File: src/rtl/pw_bit_decoder.sv
module pw_bit_decoder #(
  parameter int SAMPLE_TICKS   = 30,
  parameter int MIN_SLOT_TICKS = 80,
  parameter int MAX_LOW_TICKS  = 96,
  parameter int MIN_HIGH_TICKS = 8
) (
  input  logic clk,
  input  logic rst_n,
  input  logic tick,
  input  logic line_in,
  output logic bit_out,
  output logic bit_valid,
  output logic err
);
  localparam int CW = $clog2(MAX_LOW_TICKS + 1) + 1;
  localparam logic [CW-1:0] SLOT_CAP = CW'(MIN_SLOT_TICKS);
  localparam logic [CW-1:0] LOW_CAP  = CW'(MAX_LOW_TICKS);
  localparam logic [CW-1:0] HIGH_CAP = CW'(MIN_HIGH_TICKS);

  logic s1, s2, s3;
  logic armed, started;
  logic [CW-1:0] cnt, lcnt, hcnt;

  wire fall      = s3 & ~s2;
  wire early     = started && (cnt < CW'(MIN_SLOT_TICKS - 1));
  wire gap_short = started && (hcnt < HIGH_CAP);
  wire stuck     = tick && !s2 && (lcnt == CW'(MAX_LOW_TICKS - 1));
  wire sample    = tick && armed && !fall && (cnt == CW'(SAMPLE_TICKS - 1));

  always_ff @(posedge clk or negedge rst_n) begin
    if (!rst_n) begin
      s1 <= 1'b1;
      s2 <= 1'b1;
      s3 <= 1'b1;
    end else begin
      s1 <= line_in;
      s2 <= s1;
      s3 <= s2;
    end
  end

  always_ff @(posedge clk or negedge rst_n) begin
    if (!rst_n) begin
      cnt     <= '0;
      armed   <= 1'b0;
      started <= 1'b0;
    end else if (fall) begin
      cnt     <= '0;
      armed   <= 1'b1;
      started <= 1'b1;
    end else begin
      if (tick && cnt != SLOT_CAP) cnt <= cnt + 1'b1;
      if (sample) armed <= 1'b0;
      if (stuck) started <= 1'b0;
    end
  end

  always_ff @(posedge clk or negedge rst_n) begin
    if (!rst_n) begin
      lcnt <= '0;
      hcnt <= '0;
    end else begin
      if (s2) lcnt <= '0;
      else if (tick && lcnt != LOW_CAP) lcnt <= lcnt + 1'b1;
      if (!s2) hcnt <= '0;
      else if (tick && hcnt != HIGH_CAP) hcnt <= hcnt + 1'b1;
    end
  end

  always_ff @(posedge clk or negedge rst_n) begin
    if (!rst_n) begin
      bit_out   <= 1'b0;
      bit_valid <= 1'b0;
      err       <= 1'b0;
    end else begin
      bit_valid <= sample;
      if (sample) bit_out <= ~s2;
      err <= (fall && (early || gap_short)) || stuck;
    end
  end

  assert_valid_at_sample_R2: assert property (@(posedge clk) disable iff (!rst_n)
    bit_valid |-> cnt == CW'(SAMPLE_TICKS));

  assert_valid_single_R4: assert property (@(posedge clk) disable iff (!rst_n)
    bit_valid |=> !bit_valid);

  assert_early_err_R5: assert property (@(posedge clk) disable iff (!rst_n)
    (fall && early) |=> err);

  assert_err_once_R7: assert property (@(posedge clk) disable iff (!rst_n)
    (err && !s2) |=> !err);

  assert_unjudged_R8: assert property (@(posedge clk) disable iff (!rst_n)
    (fall && !started) |=> !err);
endmodule

File: config.mk
export PLATFORM = sky130hd
export DESIGN_NAME = pw_bit_decoder
export DESIGN_NICKNAME = d
export VERILOG_FILES = /design/src/rtl/pw_bit_decoder.sv
export SDC_FILE = /design/constraint.sdc
export NUM_CORES = 1
export LEC_CHECK = 0
export BUFFER_PORTS_ARGS = -buffer_cell sky130_fd_sc_hd__buf_2
export CORE_AREA = 4 4 66 50
export CTS_CLUSTER_DIAMETER = 200
export CTS_CLUSTER_SIZE = 12
export DETAILED_ROUTE_END_ITERATION = 10
export DIE_AREA = 0 0 70 54
export PLACE_DENSITY = 0.8
export SYNTH_ARGS = -nofsm -noshare
export SYNTH_HDL_FRONTEND = slang
export SYNTH_SLANG_ARGS = --single-unit
File: constraint.sdc
create_clock -name clk -period 3.2 [get_ports clk]
set_input_delay 0 -clock clk [delete_from_list [all_inputs] [get_ports clk]]
set_output_delay 0 -clock clk [all_outputs]
set_load 0.01 [all_outputs]
==> results of run 1 <==
[layout make-up]
cell class,instances,area (um2)
multi-input cells,121,786
repair buffers,8,50.0
well taps,36,45.0
clock buffers,8,90.1
fillers,223,866
flip-flops and latches,32,805
inverters,11,41.3
[repair_timing]
| item | 4_1_cts | 5_1_grt |
|---|---|---|
| hold endpoints to repair | 30 | 0 |
| setup buffers | 0 | 0 |
| hold buffers | 2 | 0 |
[cell families (layout without fill, tap and decap cells)]
kind of cell | after synthesis | after routing | share of synthesized area
AOI/OAI and AO/OA | 29 | 29 | 0.113
xor gates and xnor gates | 6 | 6 | 0.0317
adders and majority gates | 7 | 7 | 0.0529
buffers and inverters | 15 | 27 | 0.0400
DFF | 32 | 32 | 0.486
muxes | 8 | 8 | 0.0491
and+or+nand+nor | 71 | 71 | 0.227
[worst register-to-register path, cell delays in order (launching register included)]
cell,delay (ps)
dfstp_2,690
nand2b_1,380
nor4b_1,110
or3_1,370
[power by group through the flow]
stage | Sequential [mW] | Clock [mW] | Combinational [mW]
after floorplan | 0.452 | 0 | 0.0709
after global placement | 0.464 | 0 | 0.0841
after detailed placement | 0.466 | 0 | 0.0866
after CTS | 0.458 | 0.327 | 0.0892
after global routing | 0.464 | 0.353 | 0.103
final | 0.459 | 0.321 | 0.0885
[metrics by stage]
step | utilization | hold WS [ps] | setup WS (ps) | instance area [um2]
floorplan | - | -296 | 1740 | 1660
detailed placement | 0.636 | 87.2 | 1560 | 1710
global placement | 0.636 | 79.3 | 1620 | 1710
global route | 0.677 | 233 | 1480 | 1820
finish | 0.677 | 196 | 1540 | 1820
CTS | 0.677 | 189 | 1560 | 1820
[metal layers]
layer	track usage	routed length, um	vias up
li1	-	-	619
met1	0.256	1530	587
met2	0.277	1320	45
met3	0.0840	207	7
met4	0.0860	49	0
met5	0	0	-
[cell usage in the layout, fill, tap and decap left out, drive strengths merged, types with 6 or more instances in the layout]
master,n
a21oi,11
nor2,11
clkbuf,8
dfrtp,29
nand2,25
or3,6
inv,10
nand4,10
mux2i,7
buf,6
xor2,6
ha,7
o21ai,6
[path summary, 6_finish.rpt]
| path | to | slack (ps) | depth (start not counted) |
|---|---|---|---|
| setup / recovery | err$_DFF_PN0_ | 1540 | 3 |
| hold / removal | cnt[2]$_DFFE_PN0P_ | 200 | 4 |
| setup reg to reg | err$_DFF_PN0_ | 1540 | 3 |
| hold reg to reg | s2$_DFF_PN1_ | 360 | 0 |
| max in group asynchronous | bit_out$_DFFE_PN0P_ | 2470 | 2 |
| min in group asynchronous | started$_DFFE_PN0P_ | 280 | 2 |
==> reports/summary.txt, run 1 <==
Synth top cells by count: 29 x dfrtp_1, 25 x nand2_1, 11 x a21oi_1, 11 x nor2_1, 10 x inv_1
DP Cell Count: 206
die area: 3780 um2
cell accounting for the most synthesized area: dfrtp_1
Fmax achieved: 601 MHz
Critical Path AT: 1830 ps
Ports: 7
Die Ht: 54 um
Sw Ratio: 0.267
Required @ worst endpoint: 3360 ps
Leak: 0.809 nW
TritonCTS buffer count: 5
area grow syn2layout: 9.67%
first-pass GRT wire length: 5380 um
setup TNS: 0 ps
unrepaired setup endpoints after global routing: no
post-synthesis sequential area ratio: 0.486
nets@finish: 190
kind of cell adding the most delay to the critical path: simple AND/OR/NAND/NOR gates
syn_nets: 179
# port buffers: 6
HPWL Detailed: 2200 um
final setup vio count: 0
Clk pin slew, worst setup/hold paths: 70 ps
startpoint types: flip-flop
buffers and inverters on the worst path: 0
Netlist cell types: 38
GPL Wtd Cong: 0.828
antenna violations before repair: 0
initial core utilization: 0.618
maximum root-to-sink buffer count: 2
sequential share of power: 0.529
H-tree levels: 2
critical path endpoint category: flip-flop
fraction of layout cells with a size suffix above 1: 0.106
cell internal pwr: 0.637 mW
CP max-delay cell: dfstp_2
Slew HR: 0.540
most frequent cell after synthesis: dfrtp_1
Pins Over Slew Limit: 0
Area contributors post-synth: dfrtp_1 44%, nand2_1 5.7%, ha_1 5.3%, dfstp_2 4.8%, mux2i_1 4.2%
Residual DRC: 0
Hold Vio Cnt, Final: 0
Primary FF master, synth: dfrtp_1
FFs w/ async S/R, synth: 1.00
Post-Synthesis Cells: 168
total design power: 0.869 mW
Syn Std Cell Area: 1660 um2
worst-path maximum fanout: 17
status: completed
crit path launch: s2$_DFF_PN1_
Tcrit/Tclk final: 0.520
Final min period: 1660 ps
wire per inst: 14.4 um
Setup CP Type: reg -> reg
largest net degree at the start of global routing: 33
CTS resizes: 0
worst skew pair latency: 290 ps
Post-synth EDFFs: 0
mean post-synth cell area: 9.86 um2
row cnt: 16
top cell type's share of synthesized area: 0.438
Worst path max stage delay: 690 ps
max_cap viols: 0
die width: 70 um
Non-Filler Instances: 216
register bit total from synthesis: 32
all-layer global routing usage: 0.194
Crit Reg-Reg Startpoint: s2$_DFF_PN1_
pwr dens: 478 nW/um2
Worst Tran Pin Value: 691 ps
hold path start: tick
hold crit path type: in -> reg
vias in the first global route: 1,128
Max IR drop VDD: 303 uV
Via density: 5.82
part of the power in combinational logic: 0.102
YS warnings: 0
Root Buffer: clkbuf_8
TritonCTS clock tree: yes
vias: 1,258
skew final: 8.83 ps
clock power share: 0.370
core area: 2680 um2
top flop regs: cnt x8, hcnt x8, lcnt x8
Starting DRT DRC Count: 157
Sink Count: 32
ANT cells: 0
First-pass DRT Iterations: 4
crit path cell chain: nand2b_1 > nor4b_1 > or3_1
drt total wl: 3110 um
Switch Pwr: 0.232 mW
GRT Residual Overflow: 0
post-route ant nets: 0
No activity file was read; power rests on OpenSTA's default activity.
==> run 2: changes to the inputs <==
- CORE_AREA: 4 4 66 50 -> 4 4 72 54
- DIE_AREA: 0 0 70 54 -> 0 0 76 58
- PLACE_DENSITY: 0.8 -> 0.72
- clock period: 3.2 -> 1.35 ns (I/O delays scaled with it)
==> run 2 against run 1 <==
  * The run now ends with setup timing left
  * Design area up 21%
  * Core utilization up 2.5 points
  * Hold slack improved by 14 ps
  * First-iteration DRC count down 62%
  * Combinational power rose to 5.3 times the previous value
  * Largest cell class is now multi-input combinational cells
  * Largest power group unchanged
==> reports/summary.txt, run 2 (synthesized netlist as in run 1, its figures left out) <==
worst setup margin: -65.4 ps (was 1540 ps)
Most Crowded Layer GR: met2 (unchanged)
Hold EP: cnt[3]$_DFFE_PN0P_ (was cnt[2]$_DFFE_PN0P_)
Worst Tran Pin Value: 726 ps (was 691 ps)
unrepaired setup endpoints after global routing: yes (was no)
reg2reg setup slack: -70 ps (was 1540 ps)
nets@finish: 224 (was 190)
Fmax achieved: 707 MHz (was 601 MHz)
Root Buffer: clkbuf_8 (unchanged)
Ports: 7 (unchanged)
Tcrit/Tclk final: 1.05 (was 0.520)
Via density: 5.66 (was 5.82)
post-route ant nets: 0 (unchanged)
die area: 4410 um2 (was 3780 um2)
TritonCTS buffer count: 5 (unchanged)
Residual DRC: 0 (unchanged)
Critical Path AT: 1580 ps (was 1830 ps)
vias in the first global route: 1,452 (was 1,128)
wire per inst: 15.5 um (was 14.4 um)
H-tree levels: 2 (unchanged)
critical path endpoint category: flip-flop (unchanged)
first-pass GRT wire length: 6690 um (was 5380 um)
max_cap viols: 0 (unchanged)
worst-path maximum fanout: 2 (was 17)
die width: 76 um (was 70 um)
commonest non-fill, non-tap cell in the layout: buf_4 (was dfrtp_1)
hold crit path type: in -> reg (unchanged)
skew final: 14.7 ps (was 8.83 ps)
CP max-delay cell: dfrtp_1 (was dfstp_2)
Final min period: 1420 ps (was 1660 ps)
grt met1 use: 0.235 (was 0.256)
vias: 1,426 (was 1,258)
core area: 3130 um2 (was 2680 um2)
largest net degree at the start of global routing: 33 (unchanged)
GRT Residual Overflow: 0 (unchanged)
status: complete, but fails checks (was completed)
total design power: 2.25 mW (was 0.869 mW)
crit path cell chain: inv_2 > ha_4 > and4b_1 > a21oi_2 > mux2_4 (was nand2b_1 > nor4b_1 > or3_1)
Clk pin slew, worst setup/hold paths: 80 ps (was 70 ps)
row cnt: 17 (was 16)
Starting DRT DRC Count: 59 (was 157)
TritonCTS clock tree: yes (unchanged)
grt met2 use: 0.322 (was 0.277)
fraction of layout cells with a size suffix above 1: 0.360 (was 0.106)
R2R depth: 5 (was 3)
Sink Count: 32 (unchanged)
r2r endpoint: lcnt[0]$_DFFE_PN0P_ (was err$_DFF_PN0_)
initial core utilization: 0.530 (was 0.618)
Max IR drop VDD: 564 uV (was 303 uV)
failing checks: setup timing
Crit Reg-Reg Startpoint: lcnt[0]$_DFFE_PN0P_ (was s2$_DFF_PN1_)
FILL cells: 225 (was 223)
pwr dens: 1020 nW/um2 (was 478 nW/um2)
Hold Path Depth: 4 (unchanged)
First-pass DRT Iterations: 4 (unchanged)
Required @ worst endpoint: 1520 ps (was 3360 ps)
Slew HR: 0.516 (was 0.540)
# port buffers: 6 (unchanged)
DP Cell Count: 235 (was 206)
final setup vio count: 8 (was 0)
drt total wl: 3910 um (was 3110 um)
Hold Vio Cnt, Final: 0 (unchanged)
hold path start: tick (unchanged)
Setup CP Type: reg -> reg (unchanged)
kind of cell adding the most delay to the critical path: flip-flops (was simple AND/OR/NAND/NOR gates)
ANT cells: 0 (unchanged)
HPWL Detailed: 2610 um (was 2200 um)
Leak: 0.991 nW (was 0.809 nW)
area of the multi-input gates: 892 um2 (was 786 um2)
Final Cell Area: 2200 um2 (was 1820 um2)
buffers and inverters on the worst path: 1 (was 0)
worst skew pair latency: 290 ps (about the same)
antenna violations before repair: 0 (unchanged)
Non-Filler Instances: 252 (was 216)
placed cell areas: 1920 um2 (was 1710 um2)
GPL Wtd Cong: 0.866 (was 0.828)
Pins Over Slew Limit: 0 (unchanged)
met3 Use GR: 0.0606 (was 0.0840)
commonest non-fill, non-tap cells in the layout: 30 x buf_4, 25 x dfrtp_1, 23 x nand2_1 (was 29 x dfrtp_1, 25 x nand2_1, 11 x nor2_1, 11 x a21oi_1, 10 x inv_1)
area grow syn2layout: 32.6% (was 9.67%)
startpoint types: flip-flop (unchanged)
Reg area: 810 um2 (was 805 um2)
Worst path max stage delay: 380 ps (was 690 ps)
Die Ht: 58 um (was 54 um)
top flop regs: cnt x8, hcnt x8, lcnt x8 (unchanged)
all-layer global routing usage: 0.192 (was 0.194)
maximum root-to-sink buffer count: 2 (unchanged)
[run 2: final cells by class]
type                       count  area share
clock inverter                 1     0.00228
clock buffer                   7      0.0348
sequential                    32       0.369
timing repair buffer          42       0.146
multi-input combinational    121       0.406
tap                           38      0.0217
inverter                      11      0.0205
[run 2: worst register-to-register path: stages, from the launching register on]
cell and delay, ps:
dfrtp_1 380, inv_2 70, ha_4 150, and4b_1 190
a21oi_2 190, mux2_4 320
[run 2: how the worst max path moves through the flow]
stage / startpoint / depth (start not counted) / to / slack, ps
finish: lcnt[0]$_DFFE_PN0P_ / 5 / lcnt[0]$_DFFE_PN0P_ / -70
global route: cnt[0]$_DFFE_PN0P_ / 4 / err$_DFF_PN0_ / -120
CTS: lcnt[0]$_DFFE_PN0P_ / 5 / lcnt[0]$_DFFE_PN0P_ / -50
detailed placement: cnt[1]$_DFFE_PN0P_ / 5 / cnt[1]$_DFFE_PN0P_ / -100
global placement: cnt[0]$_DFFE_PN0P_ / 5 / cnt[1]$_DFFE_PN0P_ / -30
floorplan: lcnt[0]$_DFFE_PN0P_ / 5 / lcnt[0]$_DFFE_PN0P_ / -40
[run 2: layer usage]
layer | share of wire | wire [um] | vias to the layer above
met1 | 0.46 | 1790 | 693
met3 | 0.052 | 205 | 6
met4 | 0.0054 | 21 | 0
li1 | - | - | 687
met5 | 0 | 0 | -
met2 | 0.48 | 1900 | 40
[run 2: through the flow]
step / TNS [ps] / hold slack, ps / setup slack [ps] / utilization
after global routing: -920 / 237 / -121 / 0.702
after global placement: -90.5 / 77.4 / -26.7 / 0.615
final: -327 / 210 / -65.4 / 0.702
after floorplan: -112 / -296 / -36.8 / -
after detailed placement: -422 / 89.1 / -99.7 / 0.615
after CTS: -175 / 195 / -51.9 / 0.675
[run 2: power breakdown]
part | leakage [nW] | switching [mW] | total [mW] | internal, mW
Combinational | 0.537 | 0.231 | 0.465 | 0.234
Sequential | 0.412 | 0.0516 | 1.06 | 1.01
Clock | 0.0422 | 0.355 | 0.717 | 0.361
[run 2: what timing repair did]
item                                    in CTS  in global routing
hold buffers                                 2                  0
endpoints found under the setup margin      11                 22
buffers inserted                             4                  3
pin swaps                                    7                 10
endpoints found under the hold margin       30                  0
gates resized for setup                     12                 19
